<file path="src/rtl/mfs_pkg.sv">
package mfs_pkg;

  // A frame breaks the pattern when a reference exists and the bit repeats it.
  function automatic logic breaks_alternation(logic have_ref, logic ref_bit, logic cur_bit);
    return have_ref && (ref_bit == cur_bit);
  endfunction

  // True once the frame index inside the window reaches the window length.
  function automatic logic window_expired(int unsigned pos_next, int unsigned win_len);
    return pos_next >= win_len;
  endfunction

  // True once the error tally reaches the loss limit.
  function automatic logic limit_reached(int unsigned cnt_next, int unsigned limit);
    return cnt_next >= limit;
  endfunction

endpackage

</file>
<file path="src/rtl/mfs_ref_track.sv">
module mfs_ref_track
  import mfs_pkg::*;
(
  input  logic clk,
  input  logic rst_n,
  input  logic frame_stb,
  input  logic sync_bit,
  input  logic reseed,
  output logic err_evt,
  output logic good_evt
);

  logic have_ref;
  logic ref_bit;
  logic brk;

  assign brk      = breaks_alternation(have_ref, ref_bit, sync_bit);
  assign err_evt  = frame_stb && brk;
  assign good_evt = frame_stb && have_ref && !brk;

  always_ff @(posedge clk) begin
    if (!rst_n || reseed) begin
      have_ref <= 1'b0;
      ref_bit  <= 1'b0;
    end else if (frame_stb) begin
      have_ref <= 1'b1;
      ref_bit  <= sync_bit;
    end
  end

  AST_NO_EVT_WITHOUT_STB: assert property (@(posedge clk) disable iff (!rst_n)
    !frame_stb |-> !(err_evt || good_evt));

  AST_SEED_NOT_ERR: assert property (@(posedge clk) disable iff (!rst_n)
    !have_ref |-> !err_evt);

endmodule

</file>
<file path="src/rtl/mfs_acquire.sv">
module mfs_acquire #(
  parameter int LOCK_FRAMES = 4,
  localparam int ACQ_W = $clog2(LOCK_FRAMES + 1)
) (
  input  logic             clk,
  input  logic             rst_n,
  input  logic             locked,
  input  logic             good_evt,
  input  logic             err_evt,
  input  logic             lose_evt,
  output logic             lock_evt,
  output logic [ACQ_W-1:0] acq_cnt
);

  localparam logic [ACQ_W-1:0] LAST_GOOD = ACQ_W'(LOCK_FRAMES - 1);

  assign lock_evt = !locked && good_evt && (acq_cnt == LAST_GOOD);

  always_ff @(posedge clk) begin
    if (!rst_n || lose_evt || locked) begin
      acq_cnt <= '0;
    end else if (err_evt) begin
      acq_cnt <= '0;
    end else if (good_evt) begin
      acq_cnt <= lock_evt ? '0 : acq_cnt + ACQ_W'(1);
    end
  end

  AST_ACQ_BELOW_LIMIT: assert property (@(posedge clk) disable iff (!rst_n)
    acq_cnt < ACQ_W'(LOCK_FRAMES));

  AST_ACQ_RESTART: assert property (@(posedge clk) disable iff (!rst_n)
    (!locked && err_evt) |=> (acq_cnt == '0));

endmodule

</file>
<file path="src/rtl/mfs_err_window.sv">
module mfs_err_window
  import mfs_pkg::*;
#(
  parameter int WIN_FRAMES = 10,
  parameter int ERR_LIMIT  = 3,
  localparam int POS_W = $clog2(WIN_FRAMES + 1),
  localparam int CNT_W = $clog2(ERR_LIMIT + 1)
) (
  input  logic clk,
  input  logic rst_n,
  input  logic locked,
  input  logic frame_stb,
  input  logic err_evt,
  output logic lose_evt,
  output logic win_open
);

  logic [POS_W-1:0] win_pos;
  logic [CNT_W-1:0] err_cnt;
  logic [POS_W-1:0] pos_next;
  logic [CNT_W-1:0] cnt_eff;
  logic             expire;

  assign pos_next = win_pos + POS_W'(1);
  assign cnt_eff  = win_open ? err_cnt + CNT_W'(1) : CNT_W'(1);
  assign lose_evt = locked && err_evt && limit_reached(32'(cnt_eff), ERR_LIMIT);
  assign expire   = win_open && window_expired(32'(pos_next), WIN_FRAMES);

  always_ff @(posedge clk) begin
    if (!rst_n || lose_evt || !locked) begin
      win_open <= 1'b0;
      win_pos  <= '0;
      err_cnt  <= '0;
    end else if (frame_stb) begin
      if (!win_open) begin
        if (err_evt) begin
          win_open <= 1'b1;
          win_pos  <= POS_W'(1);
          err_cnt  <= CNT_W'(1);
        end
      end else if (expire) begin
        win_open <= 1'b0;
        win_pos  <= '0;
        err_cnt  <= '0;
      end else begin
        win_pos <= pos_next;
        if (err_evt) err_cnt <= cnt_eff;
      end
    end
  end

  AST_WIN_ONLY_LOCKED: assert property (@(posedge clk) disable iff (!rst_n)
    win_open |-> locked);

  AST_CNT_BELOW_LIMIT: assert property (@(posedge clk) disable iff (!rst_n)
    err_cnt < CNT_W'(ERR_LIMIT));

  AST_POS_IN_WINDOW: assert property (@(posedge clk) disable iff (!rst_n)
    win_open |-> (win_pos != '0) && (win_pos < POS_W'(WIN_FRAMES)));

  AST_WIN_CLOSES: assert property (@(posedge clk) disable iff (!rst_n)
    (frame_stb && win_open && win_pos == POS_W'(WIN_FRAMES - 1)) |=> !win_open);

endmodule

</file>
<file path="src/rtl/mfs_sync_monitor.sv">
module mfs_sync_monitor #(
  parameter int LOCK_FRAMES = 4,
  parameter int WIN_FRAMES  = 10,
  parameter int ERR_LIMIT   = 3
) (
  input  logic clk,
  input  logic rst_n,
  input  logic frame_stb,
  input  logic sync_bit,
  output logic locked,
  output logic sync_err
);

  localparam int ACQ_W = $clog2(LOCK_FRAMES + 1);

  logic             err_evt;
  logic             good_evt;
  logic             lock_evt;
  logic             lose_evt;
  logic             win_open;
  logic [ACQ_W-1:0] acq_cnt;

  mfs_ref_track u_ref (
    .clk      (clk),
    .rst_n    (rst_n),
    .frame_stb(frame_stb),
    .sync_bit (sync_bit),
    .reseed   (lose_evt),
    .err_evt  (err_evt),
    .good_evt (good_evt)
  );

  mfs_acquire #(.LOCK_FRAMES(LOCK_FRAMES)) u_acq (
    .clk     (clk),
    .rst_n   (rst_n),
    .locked  (locked),
    .good_evt(good_evt),
    .err_evt (err_evt),
    .lose_evt(lose_evt),
    .lock_evt(lock_evt),
    .acq_cnt (acq_cnt)
  );

  mfs_err_window #(.WIN_FRAMES(WIN_FRAMES), .ERR_LIMIT(ERR_LIMIT)) u_win (
    .clk      (clk),
    .rst_n    (rst_n),
    .locked   (locked),
    .frame_stb(frame_stb),
    .err_evt  (err_evt),
    .lose_evt (lose_evt),
    .win_open (win_open)
  );

  always_ff @(posedge clk) begin
    if (!rst_n) begin
      locked   <= 1'b0;
      sync_err <= 1'b0;
    end else begin
      sync_err <= err_evt;
      if (lose_evt)      locked <= 1'b0;
      else if (lock_evt) locked <= 1'b1;
    end
  end

  AST_NO_STB_NO_ERR: assert property (@(posedge clk) disable iff (!rst_n)
    !frame_stb |=> !sync_err);

  AST_LOCK_HOLDS: assert property (@(posedge clk) disable iff (!rst_n)
    !frame_stb |=> $stable(locked));

  AST_DROP_WITH_ERR: assert property (@(posedge clk) disable iff (!rst_n)
    $fell(locked) |-> sync_err);

  AST_LOCK_FROM_ACQ: assert property (@(posedge clk) disable iff (!rst_n)
    $rose(locked) |-> ($past(acq_cnt) == ACQ_W'(LOCK_FRAMES - 1)) && !sync_err);

  AST_NO_LOSE_WITHOUT_WIN: assert property (@(posedge clk) disable iff (!rst_n)
    (lose_evt && ERR_LIMIT > 1) |-> win_open);

endmodule

</file>
<file path="config.mk">
export PLATFORM = sky130hd
export DESIGN_NAME = mfs_sync_monitor
export DESIGN_NICKNAME = d
export VERILOG_FILES = /design/src/rtl/mfs_pkg.sv /design/src/rtl/mfs_ref_track.sv /design/src/rtl/mfs_acquire.sv /design/src/rtl/mfs_err_window.sv /design/src/rtl/mfs_sync_monitor.sv
export SDC_FILE = /design/constraint.sdc
export NUM_CORES = 1
export LEC_CHECK = 0
export ABC_AREA = 1
export ABC_CLOCK_PERIOD_IN_PS = 1880
export CAP_MARGIN = 20
export CORE_MARGIN = 1.5
export CORE_UTILIZATION = 35
export CTS_CLUSTER_SIZE = 16
export DETAILED_ROUTE_END_ITERATION = 10
export GPL_TIMING_DRIVEN = 0
export PLACE_DENSITY = 0.64
export RECOVER_POWER = 50
export SYNTH_ARGS = -nofsm -noshare
export SYNTH_HDL_FRONTEND = slang
export SYNTH_SLANG_ARGS = --single-unit
</file>
<file path="constraint.sdc">
create_clock -name clk -period 1.88 [get_ports clk]
set_input_delay 0.376 -clock clk [delete_from_list [all_inputs] [get_ports clk]]
set_output_delay 0.376 -clock clk [all_outputs]
set_load 0.1 [all_outputs]
</file>
==> results_dict.tcl <==
set metrics [dict create \
    num_antenna_cells 0 \
    drive_above_1_share_pct 8.77 \
    rows 16 \
    ys_types 20 \
    synthSimpleGateAreaFrac_pct 31.2 \
    gp_congestion 0.726 \
    synth_xor_xnor_area_share_pct 0 \
    ys.flop_type "dfxtp_1" \
    io_buffers 5 \
    required_ns 1.50 \
    setup_viol 0 \
    cts-root-buf "clkbuf_4" \
    cts_inserted_buffers 3 \
    yosysSeqAreaShare_pct 38.0 \
    tightest_slew_ns 0.946 \
    yosysWarnings 0 \
    crit_type "flop to primary output" \
    critPathMaxFanout 1 \
    drc 0 \
    post-route-period-util_pct 95.4 \
    slew_violations 0 \
    yosysMostFrequentCell "nand2_1" \
    hpwl_mm 1.01 \
    clock_skew_ns 0.00238 \
    path_delay_family "buffers and inverters" \
    endpoint_kind "primary output" \
    overflow 0 \
    fin_setup_tns_ns 0 \
    yosys.area.top_type_share_pct 38.0 \
    wire_per_inst_um 9.28 \
    ctsHtreeMaxLevel 1 \
    status "finished, final reports clean" \
    arrival_ns 1.42 \
    nNetsFinal 123 \
    clkLatencyLatePin_ns 0.27 \
    ios 6 \
    clk_pin_slew_ns 0.08 \
    die_w_um 48.9 \
    cp-start-kind "flop" \
    drt-total-wl_mm 1.31 \
    die-area_um2 2390 \
    power.density_nw_per_um2 609 \
    synth_top_family_by_area "simple AND/OR/NAND/NOR gates" \
    synth_seq_cells 14 \
    cts_tree "yes" \
    yosysTopAreaCell "dfxtp_1" \
    synthesis.nets 113 \
    netlist_top_cells_area "dfxtp_1 38%, nand2_1 10%, inv_1 9.7%, a21oi_1 6.1%, nand3_1 6.1%" \
    period_needed_ns 1.79 \
    utilization_pct 42.2 \
    firstDrtPassIters 5 \
    critPathSlowestCell "dlygate4sd2_1" \
    rsz0062_at_grt "no" \
    hp-class "flop to flop" \
    via_per_inst 4.74 \
    num_vias 668 \
    syn_area_um2 737 \
    vdd_drop_max_v 0.000342 \
    cts_max_path_buffers 2 \
    antenna_found_initial 0 \
    track_usage_pct 11.9 \
    first_iter_violations 5 \
    synth-compound-area-share_pct 14.1 \
    syn_avg_cell_area_um2 6.95 \
    fmax_mhz 558 \
    core_area_um2 1980 \
    synth_commonest_cells "20 x nand2_1, 19 x inv_1, 14 x dfxtp_1" \
    grt_pass1_wl_mm 2.24 \
    synthAdderAreaFrac_pct 5.09 \
    worst-path-buf-inv 1 \
    leakagePower_nw 0.382 \
    synth_mux_area_share_pct 0 \
    synth_edf_count 0 \
    final-hold-violation-count 0 \
    drv_cap 0 \
    die_h_um 48.9 \
    relSlewSlack_pct 37.2 \
    crit_path_max_incr_delay_ns 0.84 \
    antenna_left 0 \
    clock-sinks 14 \
    grt_pass1_vias 562 \
    area_growth_pct 13.6 \
    crit_chain "dlygate4sd2_1" \
    grt_max_degree 10 \
    initial_core_util_pct 37.2 \
    async_flop_share_pct 0 \
    synthCells 106 \
]
-- cells in the final DEF (no fill, tap or decap) --
cell type / n
inv_1: 20
nand2_1: 20
dfxtp_1: 14
nor2_1: 12
a21oi_1: 9
nand3_1: 9
o21ai_1: 4
nand4_1: 3
ha_1: 3
clkbuf_4: 3
o21ai_0: 2
a31oi_1: 2
clkdlybuf4s50_1: 2
buf_2: 1
nand3_4: 1
o21ai_4: 1
nor3_1: 1
nor2_4: 1
nand2_2: 1
clkinv_2: 1
and3_1: 1
dlygate4sd3_1: 1
clkbuf_2: 1
dlygate4sd2_1: 1
-- layout make-up --
| cell class | count | area, um2 |
|---|---|---|
| Clock buffer | 3 | 22.5 |
| Fill cell | 212 | 1140 |
| Sequential cell | 14 | 280 |
| Timing Repair Buffer | 5 | 43.8 |
| Buffer | 1 | 5.00 |
| Inverter | 21 | 80.1 |
| Multi-Input combinational cell | 70 | 372 |
| Tap cell | 27 | 33.8 |
-- timing repair --
action	in CTS	in global routing
buffers inserted	0	0
resized for setup	2	2
hold buffers	0	0
gates cloned	0	0
endpoints found under the hold margin	0	0
setup endpoints to repair	2	1
-- final timing paths --
check | start | to | slack, ns | cells after the start
max reg2reg | u_win.win_pos[1]$_SDFFE_PP0P_ | u_win.win_pos[2]$_SDFFE_PP0P_ | 0.37 | 10
min | u_acq.acq_cnt[1]$_SDFFE_PP0P_ | u_acq.acq_cnt[1]$_SDFFE_PP0P_ | 0.47 | 2
max | sync_err$_SDFF_PN0_ | sync_err | 0.09 | 1
min reg2reg | u_acq.acq_cnt[1]$_SDFFE_PP0P_ | u_acq.acq_cnt[1]$_SDFFE_PP0P_ | 0.47 | 2
-- logic make-up (layout without fill, tap and decap cells) --
group           count (synthesis)  after routing
simple gates                   49             49
buf+inv                        22             30
compound gates                 18             18
fa+ha+maj                       3              3
flops                          14             14
-- through the flow --
stage | instance area [um2] | cells | hold WS, ns | power (mW) | setup slack [ns]
global route | 837 | 141 | 0.503 | 0.536 | 0.0330
detailed placement | 821 | 138 | 0.463 | 0.353 | 0.0335
floorplan | 737 | 106 | 0.446 | 0.338 | 0.0791
finish | 837 | 141 | 0.474 | 0.510 | 0.0873
global placement | 821 | 138 | 0.458 | 0.351 | 0.0365
CTS | 841 | 141 | 0.476 | 0.518 | 0.00926
-- layer usage --
metal	wire, um	GRT usage (%)
met1	628	15.4
met2	619	19.2
met3	50	2.76
met4	9	4.29
met5	0	0
-- report_power, final --
| group | internal, mW | leakage [nW] | switching, mW |
|---|---|---|---|
| Combinational | 0.0151 | 0.255 | 0.0265 |
| Sequential | 0.301 | 0.113 | 0.00225 |
| Clock | 0.0741 | 0.0138 | 0.0916 |
| Total | 0.390 | 0.382 | 0.120 |
-- state kept, by name (all words and copies together), names as in the netlist --
signal	cells
locked	1
u_ref.have_ref	1
u_ref.ref_bit	1
u_win.err_cnt	2
u_acq.acq_cnt	3
u_win.win_open	1
sync_err	1
u_win.win_pos	4
(Power assumes the default switching activity.)
